## config.mk

```make
export PLATFORM = sky130hd
export DESIGN_NAME = sram_ctrl
export DESIGN_NICKNAME = d
export VERILOG_FILES = /design/src/rtl/sram_ctrl_pkg.sv /design/src/rtl/sram_phase_cnt.sv /design/src/rtl/sram_seq.sv /design/src/rtl/sram_pins.sv /design/src/rtl/sram_ctrl.sv
export SDC_FILE = /design/constraint.sdc
export NUM_CORES = 1
export LEC_CHECK = 0
export ABC_AREA = 1
export BUFFER_PORTS_ARGS = -buffer_cell sky130_fd_sc_hd__buf_2
export CELL_PAD_IN_SITES_DETAIL_PLACEMENT = 0
export CELL_PAD_IN_SITES_GLOBAL_PLACEMENT = 1
export CORE_ASPECT_RATIO = 1.75
export CORE_MARGIN = 4
export CORE_UTILIZATION = 33
export DETAILED_ROUTE_END_ITERATION = 12
export GPL_ROUTABILITY_DRIVEN = 0
export GPL_TIMING_DRIVEN = 0
export PLACE_DENSITY = 0.84
export SKIP_LAST_GASP = 1
export SLEW_MARGIN = 20
export SYNTH_ARGS = -nofsm -noshare
export SYNTH_HDL_FRONTEND = slang
export SYNTH_SLANG_ARGS = --single-unit
```

## constraint.sdc

```tcl
create_clock -name clk_i -period 1.46 [get_ports clk_i]
set_input_delay 0.146 -clock clk_i [delete_from_list [all_inputs] [get_ports clk_i]]
set_output_delay 0.146 -clock clk_i [all_outputs]
set_load 0.02 [all_outputs]
```

## src/rtl/sram_ctrl_pkg.sv

```systemverilog
package sram_ctrl_pkg;

  typedef enum logic [2:0] {
    ST_IDLE,
    ST_RD,
    ST_TA,
    ST_DAT,
    ST_HOLD
  } phase_e;

  // round up, never below one cycle
  function automatic int cyc_of(input int t_ps, input int clk_ps);
    int c;
    c = (t_ps + clk_ps - 1) / clk_ps;
    return (c < 1) ? 1 : c;
  endfunction

  function automatic int t_access_ps(input int grade_ns);
    case (grade_ns)
      7:       return 7000;
      8:       return 8000;
      10:      return 10000;
      default: return 12000;
    endcase
  endfunction

  function automatic int t_pulse_ps(input int grade_ns);
    case (grade_ns)
      7:       return 5000;
      8:       return 5500;
      10:      return 7000;
      default: return 8000;
    endcase
  endfunction

  function automatic int t_setup_ps(input int grade_ns);
    case (grade_ns)
      7:       return 3500;
      8:       return 4000;
      10:      return 5000;
      default: return 6000;
    endcase
  endfunction

  function automatic int t_off_ps(input int grade_ns);
    case (grade_ns)
      7:       return 3000;
      8:       return 3500;
      10:      return 4000;
      default: return 5000;
    endcase
  endfunction

endpackage

```

## src/rtl/sram_phase_cnt.sv

```systemverilog
module sram_phase_cnt #(
  parameter int CW = 4
) (
  input  logic          clk_i,
  input  logic          rst_ni,
  input  logic          load_i,
  input  logic [CW-1:0] load_val_i,
  output logic          done_o
);

  logic [CW-1:0] cnt_q;

  always_ff @(posedge clk_i or negedge rst_ni) begin
    if (!rst_ni) begin
      cnt_q <= '0;
    end else if (load_i) begin
      cnt_q <= load_val_i;
    end else if (cnt_q != '0) begin
      cnt_q <= cnt_q - 1'b1;
    end
  end

  assign done_o = (cnt_q == '0);

endmodule

```

## src/rtl/sram_seq.sv

```systemverilog
module sram_seq
  import sram_ctrl_pkg::*;
#(
  parameter int ACC_CYC = 1,
  parameter int TA_CYC  = 1,
  parameter int DAT_CYC = 1,
  parameter int CW      = 4
) (
  input  logic          clk_i,
  input  logic          rst_ni,
  input  logic          req_i,
  input  logic          we_i,
  input  logic          done_i,
  output phase_e        state_o,
  output phase_e        state_d_o,
  output logic          accept_o,
  output logic          capture_o,
  output logic          load_o,
  output logic [CW-1:0] load_val_o
);

  localparam logic [CW-1:0] AccLd = CW'(ACC_CYC - 1);
  localparam logic [CW-1:0] TaLd  = CW'(TA_CYC - 1);
  localparam logic [CW-1:0] DatLd = CW'(DAT_CYC - 1);

  phase_e state_q, state_d;

  always_comb begin
    state_d    = state_q;
    accept_o   = 1'b0;
    capture_o  = 1'b0;
    load_o     = 1'b0;
    load_val_o = '0;
    case (state_q)
      ST_IDLE: begin
        if (req_i) begin
          accept_o = 1'b1;
          load_o   = 1'b1;
          if (we_i) begin
            state_d    = ST_TA;
            load_val_o = TaLd;
          end else begin
            state_d    = ST_RD;
            load_val_o = AccLd;
          end
        end
      end
      ST_RD: begin
        if (done_i) begin
          state_d   = ST_IDLE;
          capture_o = 1'b1;
        end
      end
      ST_TA: begin
        if (done_i) begin
          state_d    = ST_DAT;
          load_o     = 1'b1;
          load_val_o = DatLd;
        end
      end
      ST_DAT: begin
        if (done_i) state_d = ST_HOLD;
      end
      ST_HOLD: state_d = ST_IDLE;
      default: state_d = ST_IDLE;
    endcase
  end

  always_ff @(posedge clk_i or negedge rst_ni) begin
    if (!rst_ni) state_q <= ST_IDLE;
    else         state_q <= state_d;
  end

  assign state_o   = state_q;
  assign state_d_o = state_d;

endmodule

```

## src/rtl/sram_pins.sv

```systemverilog
module sram_pins
  import sram_ctrl_pkg::*;
#(
  parameter int AW    = 17,
  parameter int DW    = 16,
  parameter int LANES = 2
) (
  input  logic             clk_i,
  input  logic             rst_ni,
  input  phase_e           state_d_i,
  input  logic             accept_i,
  input  logic             capture_i,
  input  logic [AW-1:0]    addr_i,
  input  logic [DW-1:0]    wdata_i,
  input  logic [LANES-1:0] be_i,
  input  logic [DW-1:0]    mem_dq_i,
  output logic [AW-1:0]    mem_addr_o,
  output logic             mem_ce_no,
  output logic             mem_oe_no,
  output logic             mem_we_no,
  output logic [LANES-1:0] mem_lane_no,
  output logic [DW-1:0]    mem_dq_o,
  output logic             mem_dq_oe_o,
  output logic             rvalid_o,
  output logic [DW-1:0]    rdata_o
);

  logic [AW-1:0]    addr_q;
  logic [DW-1:0]    dq_q;
  logic [LANES-1:0] be_q;
  logic [LANES-1:0] be_sel;
  logic             ce_q, oe_q, we_q, dqoe_q, rvalid_q;
  logic [DW-1:0]    rdata_q;
  logic             nx_rd, nx_wr, nx_wlow, nx_drv;

  assign nx_rd   = (state_d_i == ST_RD);
  assign nx_wlow = (state_d_i == ST_TA) || (state_d_i == ST_DAT);
  assign nx_wr   = nx_wlow || (state_d_i == ST_HOLD);
  assign nx_drv  = (state_d_i == ST_DAT) || (state_d_i == ST_HOLD);
  assign be_sel  = accept_i ? be_i : be_q;

  always_ff @(posedge clk_i or negedge rst_ni) begin
    if (!rst_ni) begin
      addr_q   <= '0;
      dq_q     <= '0;
      be_q     <= '0;
      ce_q     <= 1'b1;
      oe_q     <= 1'b1;
      we_q     <= 1'b1;
      dqoe_q   <= 1'b0;
      rvalid_q <= 1'b0;
      rdata_q  <= '0;
    end else begin
      if (accept_i) begin
        addr_q <= addr_i;
        dq_q   <= wdata_i;
        be_q   <= be_i;
      end
      ce_q     <= (state_d_i == ST_IDLE);
      oe_q     <= !nx_rd;
      we_q     <= !nx_wlow;
      dqoe_q   <= nx_drv;
      rvalid_q <= capture_i;
      if (capture_i) rdata_q <= mem_dq_i;
    end
  end

  // one strobe per byte lane: reads open every lane, writes follow the mask
  for (genvar l = 0; l < LANES; l++) begin : g_lane
    logic lane_nq;
    always_ff @(posedge clk_i or negedge rst_ni) begin
      if (!rst_ni) lane_nq <= 1'b1;
      else         lane_nq <= !(nx_rd || (nx_wr && be_sel[l]));
    end
    assign mem_lane_no[l] = lane_nq;
  end

  assign mem_addr_o  = addr_q;
  assign mem_ce_no   = ce_q;
  assign mem_oe_no   = oe_q;
  assign mem_we_no   = we_q;
  assign mem_dq_o    = dq_q;
  assign mem_dq_oe_o = dqoe_q;
  assign rvalid_o    = rvalid_q;
  assign rdata_o     = rdata_q;

endmodule

```

## src/rtl/sram_ctrl.sv

```systemverilog
module sram_ctrl
  import sram_ctrl_pkg::*;
#(
  parameter int AW       = 17,
  parameter int DW       = 16,
  parameter int CLK_PS   = 20000,
  parameter int GRADE_NS = 10
) (
  input  logic          clk_i,
  input  logic          rst_ni,
  input  logic          req_i,
  output logic          ready_o,
  input  logic          we_i,
  input  logic [AW-1:0] addr_i,
  input  logic [DW-1:0] wdata_i,
  input  logic [1:0]    be_i,
  output logic          rvalid_o,
  output logic [DW-1:0] rdata_o,
  output logic [AW-1:0] mem_addr_o,
  output logic          mem_ce_no,
  output logic          mem_oe_no,
  output logic          mem_we_no,
  output logic          mem_lb_no,
  output logic          mem_ub_no,
  output logic [DW-1:0] mem_dq_o,
  output logic          mem_dq_oe_o,
  input  logic [DW-1:0] mem_dq_i
);

  localparam int ACC_CYC = cyc_of(t_access_ps(GRADE_NS), CLK_PS);
  localparam int PW_CYC  = cyc_of(t_pulse_ps(GRADE_NS), CLK_PS);
  localparam int SU_CYC  = cyc_of(t_setup_ps(GRADE_NS), CLK_PS);
  localparam int TA_CYC  = cyc_of(t_off_ps(GRADE_NS), CLK_PS);
  localparam int DAT_CYC = (SU_CYC > PW_CYC - TA_CYC) ? SU_CYC : PW_CYC - TA_CYC;
  localparam int MAX1    = (ACC_CYC > TA_CYC) ? ACC_CYC : TA_CYC;
  localparam int CNT_MAX = (MAX1 > DAT_CYC) ? MAX1 : DAT_CYC;
  localparam int CW      = $clog2(CNT_MAX + 1);

  phase_e        state_q, state_d;
  logic          accept, capture, load, done;
  logic [CW-1:0] load_val;
  logic [1:0]    lane_n;
  logic [7:0]    ta_lim;

  assign ta_lim = 8'(TA_CYC);

  sram_seq #(
    .ACC_CYC(ACC_CYC),
    .TA_CYC (TA_CYC),
    .DAT_CYC(DAT_CYC),
    .CW     (CW)
  ) i_seq (
    .clk_i     (clk_i),
    .rst_ni    (rst_ni),
    .req_i     (req_i),
    .we_i      (we_i),
    .done_i    (done),
    .state_o   (state_q),
    .state_d_o (state_d),
    .accept_o  (accept),
    .capture_o (capture),
    .load_o    (load),
    .load_val_o(load_val)
  );

  sram_phase_cnt #(.CW(CW)) i_cnt (
    .clk_i     (clk_i),
    .rst_ni    (rst_ni),
    .load_i    (load),
    .load_val_i(load_val),
    .done_o    (done)
  );

  sram_pins #(.AW(AW), .DW(DW), .LANES(2)) i_pins (
    .clk_i      (clk_i),
    .rst_ni     (rst_ni),
    .state_d_i  (state_d),
    .accept_i   (accept),
    .capture_i  (capture),
    .addr_i     (addr_i),
    .wdata_i    (wdata_i),
    .be_i       (be_i),
    .mem_dq_i   (mem_dq_i),
    .mem_addr_o (mem_addr_o),
    .mem_ce_no  (mem_ce_no),
    .mem_oe_no  (mem_oe_no),
    .mem_we_no  (mem_we_no),
    .mem_lane_no(lane_n),
    .mem_dq_o   (mem_dq_o),
    .mem_dq_oe_o(mem_dq_oe_o),
    .rvalid_o   (rvalid_o),
    .rdata_o    (rdata_o)
  );

  assign mem_lb_no = lane_n[0];
  assign mem_ub_no = lane_n[1];
  assign ready_o   = (state_q == ST_IDLE);

endmodule

```

# Yosys cells after proc, flatten, opt, wreduce, memory -nomap -nowiden
# Index checks and enable logic that the tools add are counted.
[classes] n_addsub=1 muxes=14 eq_ne=7 n_reduce_logical=13
[op_table] cell="3-bit by 2-bit == test with 1-bit output (second input constant)" count=4
[op_table] cell="3-bit two-way mux" count=4
[op_table] cell="3-bit case mux with 4 select lines" count=1
[op_table] cell="3-bit by 1-bit == test with 1-bit output (second input constant)" count=2
[op_table] cell="3-bit logical NOT" count=2
[op_table] cell="1-bit two-way mux" count=6
[op_table] cell="1-bit logical OR" count=5
[op_table] cell="1-bit logical NOT" count=4
[op_table] cell="2-bit two-way mux" count=2
[op_table] cell="3-bit == test (second input constant)" count=1
[op_table] cell="1-bit logical AND" count=2
[op_table] cell="1-bit case mux with 2 select lines" count=1
[op_table] cell="1-bit subtractor (second input constant)" count=1
[word_totals] reg_bits=62 input_bits=55

# Longest topological paths before layout
# Gate-level depths: netlist of the first run.
[depth] ltp_word=9 depth_mapped=6 mapped_depth_nobuf=6

# Cells and area by module
# From an unflattened synthesis of the first run, not the netlist that was laid out.
[hier_totals] hier_cells=168 hier_area_um2=2607.5
[modules_own_cells] module="sram_pins" instances=1 cells_per_inst=133 area_each_um2=2344.7
[modules_own_cells] module="sram_seq" instances=1 cells_per_inst=27 area_each_um2=209.0
[modules_own_cells] module="sram_phase_cnt" instances=1 cells_per_inst=4 area_each_um2=36.3
[modules_own_cells] module="sram_ctrl" instances=1 cells_per_inst=4 area_each_um2=17.5

# Worst setup path after synthesis of the first run
# OpenSTA, ideal clock, no wires.
[synth_path] kind="flip-flop to flip-flop" start="reg i_seq.state_q[2] (netlist: i_seq.state_o[2])" end="reg i_pins.addr_q[2] (netlist: i_pins.mem_addr_o[2])" synth_period_minus_slack_ps=1186 n_path_buf=2 setup_ps=131 required_time_ps=1329 slack_ps=274 arrival_time_ps=1055 stages_incl_launch_ff=7 path_cell_list="dfrtp_1 -> nor2_4 -> nand3_4 -> buf_6 -> buf_6 -> nand2_1 -> o21ai_0"
[synth_via] elab_chain_cells=2
[synth_lines] element="start: declaration" line_no="sram_seq.sv:26" text="phase_e state_q, state_d;"
[synth_lines] element="start signal: assignment" line_no="sram_seq.sv:71" text="else state_q <= state_d;"
[synth_lines] element="3-bit logical NOT" line_no="sram_seq.sv:34" text="case (state_q)"
[synth_lines] element="1-bit two-way mux" line_no="sram_seq.sv:34"
[synth_lines] element="end signal: assignment" line_no="sram_pins.sv:55" text="addr_q <= addr_i;"
[synth_lines] element="end: declaration" line_no="sram_pins.sv:28" text="logic [AW-1:0] addr_q;"
# No other way between the ends.
# A chain may end at the register's enable or synchronous reset.

# Worst setup path in the final report of the first run
[layout_path] start="reg i_seq.state_q[0] (netlist: i_seq.state_o[0])" end="out ready_o"
[layout_via] elab_chain_cells=1
[layout_lines] element="3-bit logical NOT" line_no="sram_ctrl.sv:97" text="assign ready_o = (state_q == ST_IDLE);"
[layout_lines] element="end: declaration" line_no="sram_ctrl.sv:12" text="output logic ready_o,"
# No other way between the ends.

==> results of run 1 <==
worst max-delay path: stages, from the launching register on:
cell and delay [ns]:
dfrtp_1 0.41, inv_1 0.20, nand2_1 0.09, inv_1 0.05, buf_2 0.15
Yosys cell counts (all sizes together):
cell	n	area share
nand2	92	0.15
dfrtp	56	0.60
inv	41	0.065
o21ai	33	0.075
buf	6	0.023
dfstp	5	0.056
nor2	4	0.0096
clkbuf	3	0.0048
nand3	3	0.012
a21oi	2	0.0043
nand4	2	0.0053
kinds of logic (layout without fill, tap and decap cells):
kind of cell,count (synthesis),after routing,synth area share
flops,61,61,0.651
simple gates,101,101,0.176
compound gates,35,35,0.0792
buf+inv,50,178,0.0935
registers in the layout (all words and copies together), names as in the netlist:
name	count
i_pins.g_lane.lane_nq	2
i_pins.mem_we_no	1
i_pins.mem_oe_no	1
i_pins.mem_dq_o	16
i_pins.be_q	2
i_seq.state_o	3
i_pins.mem_ce_no	1
i_pins.rdata_o	16
i_pins.mem_dq_oe_o	1
i_pins.mem_addr_o	17
i_pins.rvalid_o	1
through the flow:
| stage | util | cells | power (W) |
|---|---|---|---|
| floorplan | - | 247 | 0.00506 |
| global placement | 0.437 | 442 | 0.00621 |
| detailed placement | 0.437 | 442 | 0.00632 |
| CTS | 0.484 | 459 | 0.00850 |
| global route | 0.484 | 459 | 0.00894 |
| finish | 0.484 | 459 | 0.00834 |
repair_timing:
| action | 4_1_cts | 5_1_grt |
|---|---|---|
| endpoints found under the setup margin | 0 | 3 |
| endpoints found under the hold margin | 56 | 0 |
| gates resized for setup | 0 | 2 |
| hold buffers | 1 | 0 |
how the worst min path moves through the flow:
stage,startpoint,endpoint,depth (start not counted)
2_1_floorplan,rst_ni,i_pins.be_q[0],0
3_3_place_gp,mem_dq_i[5],i_pins.rdata_o[5],3
3_5_place_dp,rst_ni,i_pins.rdata_o[9],1
4_1_cts,mem_dq_i[9],i_pins.rdata_o[9],3
5_1_grt,mem_dq_i[9],i_pins.rdata_o[9],3
6_report,mem_dq_i[10],i_pins.rdata_o[10],3
report_power, final:
group | switching, W | internal, W | total [W] | leakage (nW)
Sequential | 0.000382 | 0.00253 | 0.00291 | 0.748
Combinational | 0.00218 | 0.00110 | 0.00328 | 1.04
Clock | 0.000694 | 0.00145 | 0.00214 | 0.158
Total | 0.00325 | 0.00508 | 0.00834 | 1.95
placed cells by master (no fill, tap or decap), drive strengths merged:
cell	n
clkbuf	15
clkinv	3
dfstp	5
a21oi	2
nand3	3
nand4	2
bufinv	1
dfrtp	56
nor2	4
dlygate4sd3	1
buf	117
nand2	92
o21ai	33
inv	41
layer usage:
layer | wire (microns) | vias up | track usage
met5 | 0 | - | 0
met4 | 93 | 0 | 0.0671
met3 | 450 | 8 | 0.0469
met2 | 2850 | 70 | 0.233
met1 | 2110 | 900 | 0.146
li1 | - | 988 | -
final cells by class:
class                           count  area [sq um]  share of cell area
Clock inverter                      4          45.0              0.0135
Clock buffer                       12           267              0.0798
Inverter                           41           154              0.0461
Buffer                              9          67.6              0.0202
Timing Repair Buffer              112           568               0.170
Multi-Input combinational cell    136           602               0.180
Tap cell                           84           105              0.0315
Sequential cell                    61          1530               0.459
==> results by stage, run 1 <==
Yosys:
- In this run the cell area of the synthesized design comes to 2350 sq um.
- Yosys printed 0 warnings.
- The net count after synthesis is between 300 and 400.
- Synthesis produced about 250 cells.
- The number of different library cells in the post-synthesis netlist is 18.
- Each instance of the synthesized netlist takes up on average ~9.5 sq um.
- In this run, synthesis produced a sequential element count of 61.
- The sequential fraction of the synthesis area is 0.651.

STA:
- For this run, the top clock speed supported by timing is 740 MHz.
- Dividing the final minimum period by the clock period gives 0.926.
- The max-slew violation count is 0.
- Headroom to the max-slew limit came out at 0.504.
- Setup violations remaining at the end of the flow were counted as 0.
- At the pin with the least slew margin, the transition time is 0.744 ns.
- The hold slack is roughly 0.022 ns.
- The least setup slack across all paths after layout is between 0.1 and 0.15 ns.
- The hold violation count in the final report is 0.
- The clock arrives with 0.00361 ns of skew.
- The setup TNS is 0 ns.
- Setup repair after global routing left no endpoint under its margin.
- The final critical delay including setup and external delays is about 1.4 ns.

Drt:
- In the final routed layout, each cell accounts on average for ~12 microns.
- The post-detailed-route via-to-cell ratio is about 4.3.
- The post-detailed-routing wire length is about 5500 microns.
- After the first detailed-routing iteration, the DRC count stood at 57.
- The via count is roughly 2,000.
- The detail route stage leaves a number of antenna-violating nets equal to 0.
- The remaining design rule violation count is 0.
- The first TritonRoute pass finished after 4 iterations.

Worst setup path:
- The critical path data arrival time is ~1.2 ns.
- The beginning of the critical path is i_seq.state_o[0].
- The beginning of the worst register-to-register path is i_seq.state_o[0].
- The critical path required time is around 1.3 ns.
- The kind of critical path is flip-flop to output port.
- STA classifies the critical path startpoint as a flip-flop.
- The kind of capture point of the worst setup path is an output port.
- In this run the worst setup path terminates at ready_o.
- The highest fanout seen on the critical path is 6.
- The worst register-to-register path ends at i_pins.mem_addr_o[3].
- The worst reg2reg path depth is 6.
- The worst-case register-to-register setup slack is approximately 0.14 ns.

Status:
- The flow ran to the end, and the final reports show no timing, DRC or antenna violations.

Place:
- Timing analysis after detailed placement gives a worst setup slack of around 0.095 ns.
- The HPWL after detailed placement is approximately 4200 microns.
- The total cell area at the placement stage is just over 3000 sq um.
- Input and output buffers added on the ports amount to roughly 110.

Finish:
- The post-route cell area is between 3000 and 4000 sq um.
- Of the cells placed in the final design, the portion with a size suffix greater than 1 is 0.395.
- The number of antenna diodes in the final layout is 0.
- The layout overhead on the synthesized area is 41.9%.
- After the last flow step, the layout net total stands at approximately 430.
- The number of fill cells is ~700.

Global routing:
- The total routing usage reported by global routing is 0.136.
- Global routing finished with a remaining overflow of 0.
- Entering global routing, the biggest net connects 62 pins.
- The initial antenna violation count is 0.
- The via count of the first global-routing pass is 2,026.
- The first-pass GRT wire length is about 9100 microns.

Floorplanning:
- Row generation in the floorplan step produced 40 rows.
- The initial core utilization is 0.341.
- The boundary pin count is approximately 110.
- The die area is ~8600 sq um.
- The floorplan core area is slightly below 7000 sq um.
- The die extent in x is between 70 and 80 microns.
- The y dimension of the die is ~120 microns.

Clocking:
- The cell chosen for the clock root is clkbuf_16.
- The clock tree synthesis step divided the H-tree into 3 levels.
- The maximum root-to-sink buffer count is 2.
- The number of setup buffers added after CTS is 0.
- TritonCTS built the clock tree.
- The tree built by TritonCTS fans out to around 60 sinks.
- The clock latency reported for the late side of the worst-skew pair is 0.32 ns.
- After clock tree synthesis, the clock-pin slew on the worst setup and hold paths is 0.05 ns.
- Clock tree synthesis inserted a total of 9 buffers.

Power:
- The worst vdd rail ir drop is 0.995 mV.
- For this design the static power due to leakage is around 1.9 nW.
- The power density normalized to cell area is about 2500 nW/um^2.

Job:
- The number of max-cap violations is 0.

Min path:
- The path type of the worst min-delay path is input pin to flip-flop.
Power figures use the tool's default switching activity.
==> run 2: changes to the inputs <==
Settings changed: CORE_ASPECT_RATIO 1.75 to unset, CORE_UTILIZATION 33 to 34, CTS_BUF_LIST set to sky130_fd_sc_hd__clkbuf_8, PLACE_DENSITY 0.84 to 0.86.
==> run 2 against run 1 <==
  * Wire length rose by 5.0%
  * Worst hold slack got worse by 0.0037 ns
  * Clock skew rose by 0.0045 ns
  * Setup slack got worse by 0.010 ns
  * Cell area rose by 1.8%
  * Via count rose by 1.1%
  * Die area fell by 3.3%
  * Power fell by 1.8%
  * Fmax fell by 0.75%
  * Non-clock buffer count rose by 12
  * Clock-buffer cell count did not move
  * Critical endpoint unchanged
==> results by stage, run 2 (same netlist as run 1, synthesis figures left out) <==
Place:
- The setup slack after placement was 0.0970 ns (was 0.0949 ns).
- The port buffer count is 111 (unchanged).
- The count of placed standard cells including taps was 438 (was 442).
- The placed wire-length estimate after detailed placement is 4110 microns (was 4240 microns).

Worst setup path:
- The kind of critical path is flip-flop to output port (unchanged).
- The delay of the slowest cell on the worst path is 0.42 ns (was 0.41 ns).
- The total buffers and inverters traversed by the critical path is 2 (was 3).
- Ordered cell list for the critical path: nor2_4, nand2_1, inv_1, buf_2 (was inv_1, nand2_1, inv_1, buf_2).
- The highest fanout seen on the critical path is 4 (was 6).
- The type of origin of the critical path is a flip-flop (unchanged).
- The critical path required time is 1.31 ns (about the same).
- The kind of capture point of the worst setup path is an output port (unchanged).
- The worst-case register-to-register setup slack is 0.12 ns (was 0.14 ns).
- The slowest cell on the critical path is dfrtp_1 (unchanged).
- The kind of cell adding the most delay to the critical path was flip-flops (unchanged).
- The critical path data arrival time came to 1.22 ns (was 1.21 ns).

Finish:
- The share of layout cells above drive strength 1 is 0.382 (was 0.395).
- The layout overhead on the synthesized area is 44.4% (was 41.9%).
- The commonest non-fill, non-tap cell in the layout is buf_2 (unchanged).
- The number of flip-flops under the largest register name is 17 (unchanged).
- The net total in the final layout came to 437 (was 425).
- The number of antenna repair diodes is 0 (unchanged).
- Most frequent cells in the layout: 112 x buf_2, 89 x nand2_1, 56 x dfrtp_1, 40 x inv_1, 27 x o21ai_0 (unchanged).
- The end-of-flow core utilization is 0.503 (was 0.484).
- The final cell count without fillers is 467 (was 459).

STA:
- The least setup slack across all paths after layout came to 0.0980 ns (was 0.108 ns).
- The hold slack is 0.0179 ns (was 0.0217 ns).
- The hold violation count in the final report is 0 (unchanged).
- The worst-case clock skew is 0.00813 ns (was 0.00361 ns).
- The maximum achievable frequency came to 734 MHz (was 740 MHz).
- The final number of setup-violating endpoints is 0 (unchanged).
- The actual slew at the worst max-slew pin is 0.765 ns (was 0.744 ns).
- The part of the cycle the worst path needs is 0.933 (was 0.926).
- The max-slew violation count is 0 (unchanged).
- The final critical delay including setup and external delays was 1.36 ns (was 1.35 ns).
- The worst-case headroom to the max-slew limit is 0.490 (was 0.504).

Clocking:
- The maximum root-to-sink buffer count was 2 (unchanged).
- The cell chosen for the clock root is clkbuf_8 (was clkbuf_16).
- The clock tree from TritonCTS is done (unchanged).
- The number of buffers inserted during clock tree synthesis is 9 (unchanged).
- The clock edge transition at the registers on the reported setup and hold paths is 0.07 ns (was 0.05 ns).
- The clock latency reported for the late side of the worst-skew pair was 0.33 ns (was 0.32 ns).
- The clock sink count was 61 (unchanged).
- The level count of the clock H-tree came to 3 (unchanged).

Global routing:
- The global routing met3 resource utilization was 0.0381 (was 0.0469).
- The largest net degree at the start of global routing is 62 (unchanged).
- The initial antenna violation count is 0 (unchanged).
- The met2 track utilization from global routing was 0.232 (was 0.233).
- The remaining global-route overflow is 0 (unchanged).
- The global routing's busiest layer is met2 (unchanged).
- The met1 routing resource usage after global routing is 0.165 (was 0.146).
- The via count of the first global-routing pass came to 1,845 (was 2,026).
- The total routing usage reported by global routing is 0.141 (was 0.136).
- The first-pass GRT wire length is 9010 microns (was 9070 microns).

Floorplanning:
- The die area is 8320 sq um (was 8600 sq um).
- The number of rows in the core area is 30 (was 40).
- The boundary pin count is 112 (unchanged).
- The floorplan core area is 6760 sq um (was 6910 sq um).
- The initial core utilization is 0.349 (was 0.341).
- The y dimension of the die came to 91.2 microns (was 120 microns).
- The die extent in x was 91.2 microns (was 71.9 microns).

Status:
- Outcome: completed (unchanged).

Drt:
- The post-detailed-route via-to-cell ratio is 4.26 (was 4.28).
- The wire length per cell after detailed routing is 12.4 microns (was 12.0 microns).
- The iteration-0 DRC count of the detailed router is 79 (was 57).
- The post-detailed-routing wire length is 5780 microns (was 5510 microns).
- The via count came to 1,988 (was 1,966).
- The remaining design rule violation count is 0 (unchanged).
- The number of iterations in the first detailed-routing pass is 4 (unchanged).
- The final antenna-violating net count was 0 (unchanged).

Job:
- The number of max-cap violations was 0 (unchanged).

Power:
- The power density normalized to cell area is 2410 nW/um^2 (was 2500 nW/um^2).
- The worst vdd rail ir drop is 0.842 mV (was 0.995 mV).
- The leakage power total is 1.97 nW (was 1.95 nW).

Min path:
- The path type of the worst min-delay path is input pin to flip-flop (unchanged).
[run 2: routing by layer]
| metal | wire length (microns) | vias to the layer above |
|---|---|---|
| li1 | - | 1014 |
| met1 | 2470 | 911 |
| met2 | 2940 | 55 |
| met3 | 268 | 8 |
| met4 | 100 | 0 |
| met5 | 0 | - |
[run 2: area by class of cell]
cell class / instances / area (sq um)
clock buffer: 12 / 165
timing repair buffer: 124 / 686
fill: 660 / 3360
clock inverter: 4 / 93.8
multi-input combinational: 136 / 602
sequential: 61 / 1530
inverter: 41 / 154
buffer: 9 / 66.3
tap: 80 / 100
[run 2: timing repair]
item | in CTS | in global routing
setup endpoints to repair | 0 | 2
hold buffers | 11 | 1
endpoints found under the hold margin | 66 | 1
gates resized for setup | 0 | 1
buffers inserted | 0 | 1
[run 2: worst reg2reg max path: cells and delay by family (launching register included)]
kind | cells | cell delay (ns)
and+or+nand+nor | 3 | 0.38
AOI/OAI and AO/OA | 1 | 0.08
DFF | 1 | 0.42
buffers and inverters | 2 | 0.31
[run 2: final timing paths]
check	startpoint	to	depth (start not counted)
worst max-delay path	i_seq.state_o[1]	ready_o	4
worst min-delay path	mem_dq_i[13]	i_pins.rdata_o[13]	3
worst max register to register	i_seq.state_o[1]	i_pins.mem_addr_o[16]	6
worst min register to register	i_pins.be_q[0]	i_pins.be_q[0]	2
max in group asynchronous	rst_ni	i_pins.mem_dq_o[5]	2
min in group asynchronous	rst_ni	i_pins.rdata_o[13]	2
[run 2: through the flow]
stage          power [W]  area (sq um)    TNS, ns
2_1_floorplan    0.00506          2350          0
3_3_place_gp     0.00621          3010          0
3_5_place_dp     0.00631          3010          0
4_1_cts          0.00829          3380          0
5_1_grt          0.00873          3400  -0.000947
6_report         0.00818          3400          0
[run 2: report_power, final]
group          internal, W  total, W  switching [W]
clock network      0.00127   0.00191       0.000636
registers          0.00252   0.00291       0.000385
logic              0.00114   0.00337        0.00223
==> run 3: changes to the inputs <==
Settings changed: CORE_UTILIZATION 34 to 39, PLACE_DENSITY 0.86 to 0.88, SYNTH_HIERARCHICAL set to 1.
==> run 3 against run 2 <==
  * The flow now finishes with violations (setup timing)
  * Fmax fell by 8.9%
  * Worst hold slack better by 0.019 ns
  * Register-to-register slack worse by 0.15 ns
  * Combinational power increased by 47%
  * Sequential share of layout area shrank 3.7 points
  * Highest routed layer unchanged
==> results by stage, run 3 <==
Finish:
- The final cell count without fillers came to 387 (was 467).
- The commonest non-fill, non-tap cell in the layout is buf_2 (unchanged).
- Most frequent cells in the layout: 110 x buf_2, 54 x dfrtp_1, 41 x mux2_4, 11 x inv_1, 11 x buf_4 (was 112 x buf_2, 89 x nand2_1, 56 x dfrtp_1, 40 x inv_1, 27 x o21ai_0).
- The number of flip-flops under the largest register name came to 17 (unchanged).
- The net total in the final layout is 360 (was 437).
- The register cell area after layout was 1560 sq um (was 1530 sq um).
- The number of antenna repair diodes was 0 (unchanged).
- The post-route cell area is 3780 sq um (was 3400 sq um).
- The number of fill cells came to 539 (was 660).
- The footprint of the multi-input gates is 975 sq um (was 602 sq um).
- The share of layout cells above drive strength 1 came to 0.732 (was 0.382).
- The end-of-flow core utilization is 0.588 (was 0.503).
- The layout overhead on the synthesized area is 44.8% (was 44.4%).

Yosys:
- The net count after synthesis is 223 (was 302).
- The most repeated cell in the gate-level netlist after synthesis is dfrtp_1 (was nand2_1).
- The leading register cell type out of synthesis is dfrtp_1 (unchanged).
- The sequential fraction of the synthesis area was 0.597 (was 0.651).
- The share of async-settable or async-resettable flops after synthesis is 1.00 (unchanged).
- The cell count after synthesis is 168 (was 247).
- Most used standard cells in the synthesized netlist: 57 x dfrtp_1, 40 x mux2_4, 12 x inv_1 (was 89 x nand2_1, 56 x dfrtp_1, 40 x inv_1).
- The mean area per synthesized cell came to 15.5 sq um (was 9.53 sq um).
- The portion of synthesized cell area occupied by the leading cell type came to 0.547 (was 0.595).
- The number of different library cells in the post-synthesis netlist was 22 (was 18).
- The post-synthesis instance area was 2610 sq um (was 2350 sq um).
- Biggest area contributors in the synthesized netlist: dfrtp_1 55%, mux2_4 23%, dfstp_2 5.0% (was dfrtp_1 60%, nand2_1 14%, inv_1 6.4%).
- The number of enable-type register cells in the synthesized netlist is 0 (unchanged).
- The Yosys warning count is 6 (was 0).
- The number of storage elements in the synthesis netlist is 62 (was 61).
- The cell accounting for the most synthesized area was dfrtp_1 (unchanged).

Worst setup path:
- The critical path data arrival time is 1.70 ns (was 1.22 ns).
- The critical path required time was 1.66 ns (was 1.31 ns).
- The kind of cell adding the most delay to the critical path is flip-flops (unchanged).
- The most numerous cell type found on the critical path is buf_12.
- The beginning of the worst register-to-register path is i_seq/state_o[1] (was i_seq.state_o[1]).
- The reg-to-reg endpoint was i_pins/mem_addr_o[13] (was i_pins.mem_addr_o[16]).
- The kind of capture point of the worst setup path was a flip-flop (was output port).
- The total buffers and inverters traversed by the critical path was 3 (was 2).
- The number of gates on the worst path with buffers counted is 6 (was 4).
- The delay of the slowest cell on the worst path is 0.46 ns (was 0.42 ns).
- The highest fanout seen on the critical path is 10 (was 4).
- The kind of critical path was flip-flop to flip-flop (was flip-flop to output port).
- The worst-case register-to-register setup slack was -0.03 ns (was 0.12 ns).
- The slowest cell on the critical path is dfrtp_2 (was dfrtp_1).
- Ordered cell list for the critical path: inv_2, nand2_2, nor2_4, buf_12, buf_12, mux2_4 (was nor2_4, nand2_1, inv_1, buf_2).
- The worst reg2reg path depth is 6 (unchanged).
- The type of origin of the critical path was a flip-flop (unchanged).

Floorplanning:
- The boundary pin count is 112 (unchanged).
- The die extent in x came to 89.8 microns (was 91.2 microns).
- The initial core utilization is 0.406 (was 0.349).
- The number of rows in the core area is 29 (was 30).
- The floorplan core area is 6420 sq um (was 6760 sq um).
- The die area came to 8060 sq um (was 8320 sq um).
- The y dimension of the die is 89.8 microns (was 91.2 microns).

STA:
- The hold violation count in the final report is 0 (unchanged).
- The maximum achievable frequency came to 669 MHz (was 734 MHz).
- The final critical delay including setup and external delays is 1.49 ns (was 1.36 ns).
- Setup repair after global routing could not meet its margin everywhere.
- The setup TNS was -0.404 ns (was 0 ns).
- The least setup slack across all paths after layout is -0.0347 ns (was 0.0980 ns).
- The part of the cycle the worst path needs is 1.02 (was 0.933).
- The max-slew violation count is 0 (unchanged).
- The worst-case headroom to the max-slew limit is 0.487 (was 0.490).
- The actual slew at the worst max-slew pin is 0.770 ns (was 0.765 ns).
- The final number of setup-violating endpoints is 16 (was 0).
- The worst-case clock skew is 0.00854 ns (was 0.00813 ns).

Drt:
- The via count came to 1,746 (was 1,988).
- The wire length per cell after detailed routing is 14.6 microns (was 12.4 microns).
- The post-detailed-route via-to-cell ratio is 4.51 (was 4.26).
- The iteration-0 DRC count of the detailed router is 24 (was 79).
- The final antenna-violating net count is 0 (unchanged).
- The remaining design rule violation count is 0 (unchanged).
- The number of iterations in the first detailed-routing pass came to 4 (unchanged).
- The post-detailed-routing wire length came to 5660 microns (was 5780 microns).

Clocking:
- The clock sink count came to 62 (was 61).
- The cell chosen for the clock root was clkbuf_8 (unchanged).
- The level count of the clock H-tree is 3 (unchanged).
- The clock edge transition at the registers on the reported setup and hold paths came to 0.08 ns (was 0.07 ns).
- The clock tree from TritonCTS was done (unchanged).
- The number of buffers inserted during clock tree synthesis is 9 (unchanged).
- The maximum root-to-sink buffer count is 2 (unchanged).
- The clock latency reported for the late side of the worst-skew pair is 0.33 ns (about the same).

Global routing:
- The largest net degree at the start of global routing is 63 (was 62).
- The remaining global-route overflow is 0 (unchanged).
- The total routing usage reported by global routing is 0.140 (was 0.141).
- The first-pass GRT wire length is 8910 microns (was 9010 microns).
- The initial antenna violation count is 0 (unchanged).
- The via count of the first global-routing pass was 1,797 (was 1,845).

Min path:
- The worst-case hold path end point was i_pins/mem_dq_o[13] (was i_pins.rdata_o[13]).
- The number of cells on the worst hold path came to 2 (was 3).
- The path type of the worst min-delay path is input pin to flip-flop (unchanged).
- The worst min-delay path startpoint is wdata_i[13] (was mem_dq_i[13]).

Place:
- The port buffer count came to 111 (unchanged).
- The placed wire-length estimate after detailed placement is 3740 microns (was 4110 microns).
- The count of placed standard cells including taps is 356 (was 438).
- The total cell area at the placement stage is 3270 sq um (was 3010 sq um).
- The setup slack after placement is -0.152 ns (was 0.0970 ns).

Power:
- The power density normalized to cell area came to 2550 nW/um^2 (was 2410 nW/um^2).
- The leakage power total was 1.92 nW (was 1.97 nW).
- The worst vdd rail ir drop is 1.02 mV (was 0.842 mV).

Status:
- Outcome: finished, violations left (was completed).
- The final reports fail on setup timing.

Job:
- The number of max-cap violations is 0 (unchanged).
run 3: cell count changes in the layout (fill, tap and decap cells not counted), moves of 5 or more:
cell and change:
buf_12 +5, mux2_2 +8, inv_1 -29, o21ai_0 -24, nand2_1 -81, dlygate4sd3_1 -11, buf_4 +9, mux2_4 +41
run 3: per-stage QoR:
step	total power [W]	hold slack, ns
3_5_place_dp	0.00740	0.278
5_1_grt	0.0102	0.0135
3_3_place_gp	0.00731	0.377
6_report	0.00964	0.0374
4_1_cts	0.00933	0.0171
2_1_floorplan	0.00616	-0.150
run 3: how the worst max path moves through the flow:
| stage | startpoint | endpoint | slack [ns] |
|---|---|---|---|
| 3_5_place_dp | i_seq/state_o[0] | i_pins/mem_addr_o[9] | -0.15 |
| 2_1_floorplan | i_seq/state_o[0] | i_pins/mem_addr_o[10] | -0.006 |
| 6_report | i_seq/state_o[1] | i_pins/mem_addr_o[13] | -0.03 |
| 5_1_grt | i_seq/state_o[2] | i_pins/mem_dq_o[1] | -0.09 |
| 3_3_place_gp | i_seq/state_o[0] | i_pins/mem_dq_o[6] | -0.13 |
| 4_1_cts | i_seq/state_o[2] | i_pins/rdata_o[14] | -0.05 |
run 3: power breakdown:
group          internal (W)  switching (W)  leakage, nW
clock network      0.000952       0.000660        0.110
registers           0.00262       0.000452        0.729
logic               0.00252        0.00244         1.09
total               0.00609        0.00355         1.92
run 3: logic make-up (layout without fill, tap and decap cells):
kind of cell | after synthesis | in the layout | share of synthesized area
AND/OR/NAND/NOR | 27 | 27 | 0.0542
buffers and inverters | 23 | 165 | 0.0648
AO/OA/AOI/OAI | 6 | 6 | 0.0130
multiplexers | 49 | 49 | 0.269
other | 1 | 1 | 0.00144
flip-flops | 62 | 62 | 0.597
run 3: layer usage:
layer / GRT usage / part of all wire / up-vias
met1: 0.165 / 0.43 / 850
met4: 0.0677 / 0.014 / 0
met5: 0 / 0 / -
li1: - / - / 829
met2: 0.226 / 0.49 / 60
met3: 0.0518 / 0.060 / 7
run 3: timing repair:
item / CTS / global route
buffers inserted: 7 / 5
gates cloned: 2 / 2
endpoints found under the hold margin: 57 / 0
hold buffers: 1 / 0
gates resized for setup: 10 / 22
pin swaps: 2 / 5
endpoints found under the setup margin: 43 / 51
run 3: layout make-up:
type,count,area share
plain buffers,9,0.0355
clock buffers,9,0.0328
multi-input cells,83,0.258
well taps,77,0.0255
repair buffers,126,0.197
inverters,14,0.0139
flip-flops and latches,62,0.414
clock inverters,7,0.0239
